===== src/rtl/fsq_pkg.sv =====
package fsq_pkg;
    typedef enum logic [1:0] {
        OP_PROG = 2'd0,
        OP_SECT = 2'd1,
        OP_BLK  = 2'd2,
        OP_CHIP = 2'd3
    } fsq_op_e;

    typedef enum logic [2:0] {
        S_IDLE, S_U1, S_U2, S_PG, S_E1, S_E2, S_E3
    } fsq_state_e;

    localparam logic [15:0] UNLOCK_A1 = 16'h5555;
    localparam logic [15:0] UNLOCK_A2 = 16'h2AAA;
    localparam logic [7:0]  KEY1      = 8'hAA;
    localparam logic [7:0]  KEY2      = 8'h55;
    localparam logic [7:0]  CODE_PROG = 8'hA0;
    localparam logic [7:0]  CODE_ERS  = 8'h80;
    localparam logic [7:0]  CODE_CHIP = 8'h10;
    localparam logic [7:0]  CODE_SECT = 8'h30;
    localparam logic [7:0]  CODE_BLK  = 8'h50;
endpackage


===== src/rtl/fsq_strobe_filter.sv =====
module fsq_strobe_filter #(
    parameter int ADDR_W      = 20,
    parameter int MIN_LOW_CYC = 2
) (
    input  logic              clk,
    input  logic              rst_n,
    input  logic              ce_n,
    input  logic              we_n,
    input  logic              oe_n,
    input  logic              supply_ok,
    input  logic [ADDR_W-1:0] addr,
    input  logic [15:0]       wdata,
    output logic              wr_vld,
    output logic [ADDR_W-1:0] wr_addr,
    output logic [15:0]       wr_data
);
    localparam int CW = $clog2(MIN_LOW_CYC + 1);
    localparam logic [CW-1:0] CNT_MIN = CW'(MIN_LOW_CYC);

    typedef struct packed {
        logic [CW-1:0]     cnt;
        logic [ADDR_W-1:0] addr;
        logic [15:0]       data;
        logic              vld;
    } flt_t;

    flt_t flt_d, flt_q;

    always_comb begin
        flt_d     = flt_q;
        flt_d.vld = 1'b0;
        if (!supply_ok || !oe_n) begin
            flt_d.cnt = '0;
        end else if (!ce_n && !we_n) begin
            if (flt_q.cnt < CNT_MIN) flt_d.cnt = flt_q.cnt + 1'b1;
            flt_d.addr = addr;
            flt_d.data = wdata;
        end else begin
            flt_d.vld = (flt_q.cnt >= CNT_MIN);
            flt_d.cnt = '0;
        end
    end

    always_ff @(posedge clk or negedge rst_n) begin
        if (!rst_n) flt_q <= '0;
        else        flt_q <= flt_d;
    end

    assign wr_vld  = flt_q.vld;
    assign wr_addr = flt_q.addr;
    assign wr_data = flt_q.data;

    assert_oe_inhibit_R4: assert property (@(posedge clk) disable iff (!rst_n)
        !oe_n |=> !wr_vld);
    assert_supply_block_R6: assert property (@(posedge clk) disable iff (!rst_n)
        !supply_ok |=> !wr_vld);
    assert_long_pulse_R5: assert property (@(posedge clk) disable iff (!rst_n)
        wr_vld |-> ($past(flt_q.cnt) >= CNT_MIN));
endmodule


===== src/rtl/fsq_seq_fsm.sv =====
module fsq_seq_fsm
    import fsq_pkg::*;
#(
    parameter int ADDR_W = 20,
    parameter int CMP_W  = 15
) (
    input  logic              clk,
    input  logic              rst_n,
    input  logic              wr_vld,
    input  logic [ADDR_W-1:0] wr_addr,
    input  logic [15:0]       wr_data,
    input  logic              busy,
    output logic              cmd_valid,
    output fsq_op_e           cmd_op,
    output logic [ADDR_W-1:0] cmd_addr,
    output logic [15:0]       cmd_data
);
    localparam logic [CMP_W-1:0] A1 = CMP_W'(UNLOCK_A1);
    localparam logic [CMP_W-1:0] A2 = CMP_W'(UNLOCK_A2);

    typedef struct packed {
        fsq_state_e        st;
        logic              vld;
        fsq_op_e           op;
        logic [ADDR_W-1:0] addr;
        logic [15:0]       data;
    } seq_t;

    seq_t seq_d, seq_q;
    logic [7:0] lo_byte;
    logic       at_a1, at_a2;

    assign lo_byte = wr_data[7:0];
    assign at_a1   = (wr_addr[CMP_W-1:0] == A1);
    assign at_a2   = (wr_addr[CMP_W-1:0] == A2);

    always_comb begin
        seq_d     = seq_q;
        seq_d.vld = 1'b0;
        if (wr_vld && !busy) begin
            seq_d.st = S_IDLE;
            unique case (seq_q.st)
                S_IDLE: if (at_a1 && lo_byte == KEY1) seq_d.st = S_U1;
                S_U1:   if (at_a2 && lo_byte == KEY2) seq_d.st = S_U2;
                S_U2: begin
                    if (at_a1 && lo_byte == CODE_PROG)     seq_d.st = S_PG;
                    else if (at_a1 && lo_byte == CODE_ERS) seq_d.st = S_E1;
                end
                S_PG: begin
                    seq_d.vld  = 1'b1;
                    seq_d.op   = OP_PROG;
                    seq_d.addr = wr_addr;
                    seq_d.data = wr_data;
                end
                S_E1:   if (at_a1 && lo_byte == KEY1) seq_d.st = S_E2;
                S_E2:   if (at_a2 && lo_byte == KEY2) seq_d.st = S_E3;
                S_E3: begin
                    seq_d.addr = wr_addr;
                    seq_d.data = wr_data;
                    if (at_a1 && lo_byte == CODE_CHIP) begin
                        seq_d.vld = 1'b1;
                        seq_d.op  = OP_CHIP;
                    end else if (lo_byte == CODE_SECT) begin
                        seq_d.vld = 1'b1;
                        seq_d.op  = OP_SECT;
                    end else if (lo_byte == CODE_BLK) begin
                        seq_d.vld = 1'b1;
                        seq_d.op  = OP_BLK;
                    end
                end
                default: seq_d.st = S_IDLE;
            endcase
        end
    end

    always_ff @(posedge clk or negedge rst_n) begin
        if (!rst_n) begin
            seq_q    <= '0;
            seq_q.st <= S_IDLE;
        end else begin
            seq_q <= seq_d;
        end
    end

    assign cmd_valid = seq_q.vld;
    assign cmd_op    = seq_q.op;
    assign cmd_addr  = seq_q.addr;
    assign cmd_data  = seq_q.data;

    assert_accept_needs_write_R1: assert property (@(posedge clk) disable iff (!rst_n)
        cmd_valid |-> $past(wr_vld));
    assert_busy_ignores_R8: assert property (@(posedge clk) disable iff (!rst_n)
        (wr_vld && busy) |=> !cmd_valid);
    assert_erase_from_final_R2: assert property (@(posedge clk) disable iff (!rst_n)
        (cmd_valid && cmd_op != OP_PROG) |-> $past(seq_q.st) == S_E3);
endmodule


===== src/rtl/fsq_status_gen.sv =====
module fsq_status_gen
    import fsq_pkg::*;
#(
    parameter int BUSY_W    = 16,
    parameter int PROG_BUSY = 20,
    parameter int SECT_BUSY = 40,
    parameter int BLK_BUSY  = 60,
    parameter int CHIP_BUSY = 80
) (
    input  logic        clk,
    input  logic        rst_n,
    input  logic        start,
    input  fsq_op_e     start_op,
    input  logic        start_d7,
    input  logic        rd_en,
    input  logic [15:0] array_rdata,
    output logic        busy,
    output logic [15:0] rdata
);
    typedef struct packed {
        logic [BUSY_W-1:0] cnt;
        logic              erase;
        logic              d7;
        logic              tog;
    } st_t;

    st_t st_d, st_q;
    logic [BUSY_W-1:0] load_val;

    always_comb begin
        unique case (start_op)
            OP_PROG: load_val = BUSY_W'(PROG_BUSY);
            OP_SECT: load_val = BUSY_W'(SECT_BUSY);
            OP_BLK:  load_val = BUSY_W'(BLK_BUSY);
            default: load_val = BUSY_W'(CHIP_BUSY);
        endcase
    end

    always_comb begin
        st_d = st_q;
        if (start) begin
            st_d.cnt   = load_val;
            st_d.erase = (start_op != OP_PROG);
            st_d.d7    = start_d7;
            st_d.tog   = 1'b0;
        end else if (st_q.cnt != '0) begin
            st_d.cnt = st_q.cnt - 1'b1;
            if (rd_en) st_d.tog = ~st_q.tog;
        end
    end

    always_ff @(posedge clk or negedge rst_n) begin
        if (!rst_n) st_q <= '0;
        else        st_q <= st_d;
    end

    assign busy = (st_q.cnt != '0);

    always_comb begin
        rdata = array_rdata;
        if (busy) begin
            rdata[7] = st_q.erase ? 1'b0 : ~st_q.d7;
            rdata[6] = st_q.tog;
        end
    end

    assert_start_sets_busy_R8: assert property (@(posedge clk) disable iff (!rst_n)
        start |=> busy);
    assert_toggle_on_read_R10: assert property (@(posedge clk) disable iff (!rst_n)
        (busy && rd_en && !start && st_q.cnt != BUSY_W'(1)) |=> rdata[6] != $past(rdata[6]));
    assert_erase_poll_zero_R9: assert property (@(posedge clk) disable iff (!rst_n)
        (busy && st_q.erase) |-> !rdata[7]);
endmodule


===== src/rtl/flash_cmd_seq.sv =====
module flash_cmd_seq
    import fsq_pkg::*;
#(
    parameter int ADDR_W      = 20,
    parameter int CMP_W       = 15,
    parameter int MIN_LOW_CYC = 2,
    parameter int BUSY_W      = 16,
    parameter int PROG_BUSY   = 20,
    parameter int SECT_BUSY   = 40,
    parameter int BLK_BUSY    = 60,
    parameter int CHIP_BUSY   = 80
) (
    input  logic              clk,
    input  logic              rst_n,
    input  logic              ce_n,
    input  logic              we_n,
    input  logic              oe_n,
    input  logic              supply_ok,
    input  logic [ADDR_W-1:0] addr,
    input  logic [15:0]       wdata,
    input  logic              rd_en,
    input  logic [15:0]       array_rdata,
    output logic [15:0]       rdata,
    output logic              busy,
    output logic              cmd_valid,
    output logic [1:0]        cmd_op,
    output logic [ADDR_W-1:0] cmd_addr,
    output logic [15:0]       cmd_data
);
    logic              wr_vld;
    logic [ADDR_W-1:0] wr_addr;
    logic [15:0]       wr_data;
    fsq_op_e           op;

    fsq_strobe_filter #(.ADDR_W(ADDR_W), .MIN_LOW_CYC(MIN_LOW_CYC)) u_filter (
        .clk(clk), .rst_n(rst_n), .ce_n(ce_n), .we_n(we_n), .oe_n(oe_n),
        .supply_ok(supply_ok), .addr(addr), .wdata(wdata),
        .wr_vld(wr_vld), .wr_addr(wr_addr), .wr_data(wr_data)
    );

    fsq_seq_fsm #(.ADDR_W(ADDR_W), .CMP_W(CMP_W)) u_fsm (
        .clk(clk), .rst_n(rst_n), .wr_vld(wr_vld), .wr_addr(wr_addr),
        .wr_data(wr_data), .busy(busy), .cmd_valid(cmd_valid),
        .cmd_op(op), .cmd_addr(cmd_addr), .cmd_data(cmd_data)
    );

    fsq_status_gen #(
        .BUSY_W(BUSY_W), .PROG_BUSY(PROG_BUSY), .SECT_BUSY(SECT_BUSY),
        .BLK_BUSY(BLK_BUSY), .CHIP_BUSY(CHIP_BUSY)
    ) u_status (
        .clk(clk), .rst_n(rst_n), .start(cmd_valid), .start_op(op),
        .start_d7(cmd_data[7]), .rd_en(rd_en), .array_rdata(array_rdata),
        .busy(busy), .rdata(rdata)
    );

    assign cmd_op = op;

    assert_pulse_single_R1: assert property (@(posedge clk) disable iff (!rst_n)
        cmd_valid |=> !cmd_valid);
endmodule


===== config.mk =====
export PLATFORM = sky130hd
export DESIGN_NAME = flash_cmd_seq
export DESIGN_NICKNAME = d
export VERILOG_FILES = /design/src/rtl/fsq_pkg.sv /design/src/rtl/fsq_strobe_filter.sv /design/src/rtl/fsq_seq_fsm.sv /design/src/rtl/fsq_status_gen.sv /design/src/rtl/flash_cmd_seq.sv
export SDC_FILE = /design/constraint.sdc
export NUM_CORES = 1
export LEC_CHECK = 0
export BUFFER_PORTS_ARGS = -buffer_cell sky130_fd_sc_hd__buf_2
export CORE_ASPECT_RATIO = 0.7
export CORE_MARGIN = 5
export CORE_UTILIZATION = 54
export CTS_CLUSTER_DIAMETER = 120
export CTS_CLUSTER_SIZE = 40
export DETAILED_ROUTE_END_ITERATION = 12
export PLACE_DENSITY = 0.77
export REMOVE_ABC_BUFFERS = 1
export SLEW_MARGIN = 25
export SYNTH_ARGS = -nofsm -noshare
export SYNTH_HDL_FRONTEND = slang
export SYNTH_SLANG_ARGS = --single-unit
export TNS_END_PERCENT = 30

===== constraint.sdc =====
create_clock -name clk -period 2.7 [get_ports clk]
set_clock_uncertainty 0.1 [all_clocks]
set_input_delay 0.405 -clock clk [delete_from_list [all_inputs] [get_ports clk]]
set_output_delay 0.405 -clock clk [all_outputs]
set_load 0.05 [all_outputs]

# After elaboration in Yosys (flattened, before gate mapping)
# Index checks and enable logic that the tools add are counted.
dict set report classes {
  n_lt_le_gt_ge 2
  bitwise_logic 3
  n_eq_ne 19
  reduce_logical 24
  addsub 2
  muxes 25
}
# operator n
set ops {}
lappend ops {{one-hot mux 39 bit (2 select lines)} 1}
lappend ops {{two-way mux 39 bit} 1}
lappend ops {{two-way mux 16 bit} 2}
lappend ops {{equality test 8 bit, second input constant} 3}
lappend ops {{two-way mux 3 bit} 7}
lappend ops {{one-hot mux 7 bit (3 select lines)} 1}
lappend ops {{equality test 8 x 7 -> 1 bit, second input constant} 2}
lappend ops {{nonzero test 16 bit} 1}
lappend ops {{subtractor 16 x 1 -> 16 bit, second input constant} 1}
lappend ops {{equality test 15 x 14 -> 1 bit, second input constant} 1}
lappend ops {{equality test 15 bit, second input constant} 1}
lappend ops {{one-hot mux 3 bit (5 select lines)} 1}
lappend ops {{two-way mux 2 bit} 5}
lappend ops {{equality test 3 bit, second input constant} 3}
lappend ops {{equality test 8 x 5 -> 1 bit, second input constant} 1}
lappend ops {{equality test 8 x 6 -> 1 bit, second input constant} 1}
lappend ops {{nonzero test 2 bit} 4}
lappend ops {{logical AND 1 bit} 7}
lappend ops {{two-way mux 1 bit} 7}
lappend ops {{equality test 3 x 2 -> 1 bit, second input constant} 2}
lappend ops {{AND reduction 2 bit} 3}
lappend ops {{zero test 1 bit} 5}
lappend ops {{!= test 4 x 1 -> 1 bit, second input constant} 1}
lappend ops {{equality test 3 x 1 -> 1 bit, second input constant} 1}
lappend ops {{other kinds (11)} 13}
dict set report totals {
  regBits 100
  output_inout_bits 56
  input_bits 59
  wordCells 88
}

# Depth between registers and ports, before layout
dict set report depth {
  word_depth 6
  ltp_mapped 9
  depth_no_buf 7
}

# Hierarchy
# From an unflattened synthesis, not the netlist that was laid out.
dict set report unflattened {
  hier_cells 438
  area_unflattened_um2 5277.6
}
# mod n_inst area_each_um2 cells_per_inst
set modules_own_cells {}
lappend modules_own_cells {fsq_seq_fsm 1 2217.1 183}
lappend modules_own_cells {fsq_strobe_filter 1 1855.5 125}
lappend modules_own_cells {fsq_status_gen 1 1204.9 130}

# Least setup slack after synthesis
# Ideal clock, no wire load.
dict set report synth_timing {
  path_type {reg-to-output}
  start {register u_status.st_q[5] in the netlist's numbering}
  end {output port rdata[7]}
  path_stages_with_launch 6
  required_ns 2.195
  n_path_buf 1
  path_slack_ns 0.037
  arrival_ns 2.158
  path_cell_list {dfrtp_1 nor4_1 nand4_1 clkbuf_1 o21ai_0 o21a_1}
}
dict set report synth_via {
  elab_chain_len 2
}
# element line_no
set synth_lines {}
lappend synth_lines {{from (decl)} fsq_status_gen.sv:27} ;# st_t st_d, st_q;
lappend synth_lines {{from (signal assigned)} fsq_status_gen.sv:54} ;# else st_q <= st_d;
lappend synth_lines {{nonzero test 16 bit} fsq_status_gen.sv:57} ;# assign busy = (st_q.cnt != '0);
lappend synth_lines {{named net busy} flash_cmd_seq.sv:24} ;# output logic busy,
lappend synth_lines {{two-way mux 2 bit} fsq_status_gen.sv:61} ;# if (busy) begin
lappend synth_lines {{to (decl)} flash_cmd_seq.sv:23} ;# output logic [15:0] rdata,
# The timed path passes the listed nets, and every way through them passes these cells.

# Worst setup path after layout
dict set report layout_timing {
  start {register u_status.st_q[3] in the netlist's numbering}
  end {output port rdata[6]}
}
dict set report layout_via {
  elab_chain_len 2
}
# element line_no
set layout_lines {}
lappend layout_lines {{nonzero test 16 bit} fsq_status_gen.sv:57}
lappend layout_lines {{two-way mux 2 bit} fsq_status_gen.sv:61}
# Every way passes these cells.

==> key figures <==
Die
  • Die Y-Extent: 89.3 um
  • Num ports: 115
  • Core area: 8620 um^2
  • Die X: 123 um
  • Die area: 11000 um^2
  • Cell Rows: 28
  • Initial Util: 56.2%

Global routing
  • Gr usage total: 18.6%
  • Initial antenna violation count: 1
  • Total gr overflow: 0
  • Vias in the first global route: 3157
  • Largest net degree at the start of global routing: 66
  • First-pass GRT wire length: 15500 um

Routing
  • Detail Route Antenna Nets: 0
  • DRT iter0 DRCs: 166
  • Total number of vias: 3055
  • DRC: 0
  • Total Routed Length: 9570 um
  • 1st-pass router iterations: 4
  • Post-DR wirelength/cell: 17.0 um
  • Vias per std cell: 5.42

Synth
  • Syn_area_per_cell: 12.3 um^2
  • Mapped Area: 4850 um^2
  • Seq cells post-synth: 100
  • Async set-reset flop share out of synthesis: 100%
  • Synth Flop Type: dfrtp_1
  • Yosys cell types: 51
  • Sequential fraction of the synthesis area: 51.6%
  • Yosys warns: 0
  • Post-synth EDFFs: 0
  • Cells after Synth: 394

Critical path
  • CP Capture Type: primary output
  • Crit path kind: flip-flop to primary output
  • WP data required: 2.19 ns
  • Worst EP arrival: 2.13 ns
  • Crit-path max FO: 5
  • Worst setup SP type: flip-flop

Timing
  • Post-layout min period: 2.63 ns
  • Fin Hold WS: 0.153 ns
  • Final setup viols: 0
  • Relative slew margins: 65.9%
  • FMAX: 380 MHz
  • Max-slew violations: 0
  • Final Cycle Share: 97.5%
  • Setup TNS: 0 ns
  • Fin. Hold Viols: 0
  • Worst-margin pin slew: 0.505 ns

CTS
  • Num CTS Buffers: 9
  • Insertion delay to the later sink of the worst-skew pair: 0.35 ns
  • CTS H-tree lvls: 3
  • Root Driver: clkbuf_16
  • Clk sinks: 100
  • Maximum buffer depth of the clock tree: 2
  • TritonCTS clock tree: done
  • Worst-path clk slew: 0.07 ns

Status
  • Status: complete, no violations

Placement
  • Post-Place Cells: 542
  • Port bufs: 86
  • Placer's final routability congestion estimate: 0.906
  • Detailed Place HPWL: 6750 um

Final layout
  • Layout cells sized above 1: 41.0%
  • Non-Filler Instances: 564
  • Final core utilization: 62.7%
  • Most frequent cells in the layout: 100 x dfrtp_1, 83 x buf_2, 57 x mux2_2
  • Fin nets: 505
  • Most common cell after layout, fill and taps aside: dfrtp_1
  • N_diodes: 0
  • Synth-to-layout area growth: 11.4%

Pwr
  • Pwr/cell area: 603 nW/um^2
  • VDD IR max: 422 uV
  • Leak: 2.71 nW

Run
  • Max-cap violations: 0

Hold path
  • Hold WC Path Type: input pin to flip-flop
## registers in the layout, summed over array words and instances, names as in the netlist
| name | count |
|---|---|
| u_status.st_q | 19 |
| u_fsm.cmd_data | 16 |
| u_fsm.seq_q | 3 |
| u_filter.wr_data | 16 |
| u_fsm.cmd_addr | 20 |
| u_fsm.cmd_valid | 1 |
| u_filter.flt_q | 2 |
| u_filter.wr_vld | 1 |
| u_filter.wr_addr | 20 |
| u_fsm.cmd_op | 2 |
## path summary, 6_finish.rpt
check / start / end / slack, ns / cells after the start
min in group asynchronous: rst_n / u_status.st_q[0] / 0.45 / 2
worst min-delay path: ce_n / u_filter.flt_q[37] / 0.15 / 2
worst min register to register: u_fsm.cmd_data[0] / u_fsm.cmd_data[0] / 0.39 / 1
worst max-delay path: u_status.st_q[3] / rdata[6] / 0.07 / 6
worst max register to register: u_status.st_q[3] / u_fsm.cmd_addr[0] / 0.40 / 7
max in group asynchronous: rst_n / u_filter.wr_addr[8] / 1.37 / 3
## cells by family (layout without fill, tap and decap cells)
kind of cell	after synthesis	count (layout)	synth area share, %
adder cells (fa/ha/maj)	7	7	1.81
AO/OA/AOI/OAI	26	26	3.79
flip-flops	100	100	51.6
multiplexers	76	76	17.6
buffers and inverters	76	126	10.5
XOR/XNOR	13	13	2.35
AND/OR/NAND/NOR	96	96	12.3
## where the power goes
part | switching [W] | total, W | internal, W | leakage, nW
Combinational | 0.000110 | 0.000273 | 0.000163 | 1.25
Clock | 0.000596 | 0.00124 | 0.000647 | 0.140
Sequential | 0.000124 | 0.00174 | 0.00162 | 1.33
## per-layer routing
layer / wire length [um] / vias to the layer above / global-route usage [%] / share of wire [%]
li1: - / 1443 / - / -
met1: 4410 / 1510 / 24.8 / 46
met2: 4280 / 91 / 27.9 / 45
met3: 768 / 9 / 8.35 / 8.0
met4: 95 / 2 / 5.43 / 0.99
met5: 13 / - / 0 / 0.14
## area by class of cell
cell class	count	area [um^2]
Multi-Input combinational cell	218	1850
Clock inverter	7	65.1
Timing Repair Buffer	99	567
Clock buffer	9	225
Fill cell	710	3220
Sequential cell	100	2500
Inverter	11	41.3
Tap cell	120	150
## synth_stat cells, types with 3 or more instances
cell type / number / area share, %
and4_1: 3 / 0.54
nand2_1: 11 / 0.85
dfrtp_1: 100 / 52
xor2_1: 11 / 2.0
clkbuf_1: 7 / 0.54
buf_4: 52 / 8.1
o21ai_0: 7 / 0.72
inv_1: 11 / 0.85
nor3_1: 9 / 0.93
nor4_1: 3 / 0.39
buf_6: 4 / 0.93
a21oi_1: 5 / 0.52
nand4b_1: 4 / 0.72
nand3_1: 6 / 0.62
nand4_1: 6 / 0.77
mux2i_1: 3 / 0.62
mux2_1: 15 / 3.5
nand3b_1: 4 / 0.62
mux2_2: 58 / 13
ha_1: 7 / 1.8
nor4bb_1: 3 / 0.62
nor2_1: 24 / 1.9
## worst max-delay path, stage by stage (launching register included)
cell     delay, ns
dfrtp_1       0.42
inv_2         0.08
ha_1          0.15
nor3b_4       0.28
nand4_1       0.30
mux2_4        0.39
buf_6         0.15
## stage by stage
stage               power, W  instance area, um^2  worst slack [ns]
floorplan            0.00190                 4380            -0.978
global placement     0.00202                 5040             0.363
detailed placement   0.00204                 5040             0.291
CTS                  0.00330                 5350            0.0214
global route         0.00341                 5400           -0.0284
finish               0.00326                 5400            0.0688
## what timing repair did
action	CTS	global route
setup endpoints to repair	2	3
pin swaps	0	2
setup buffers	0	5
endpoints found under the hold margin	35	0
hold buffers	1	0
resized for setup	1	7
Note: power is estimated with default switching activity, not from simulation.
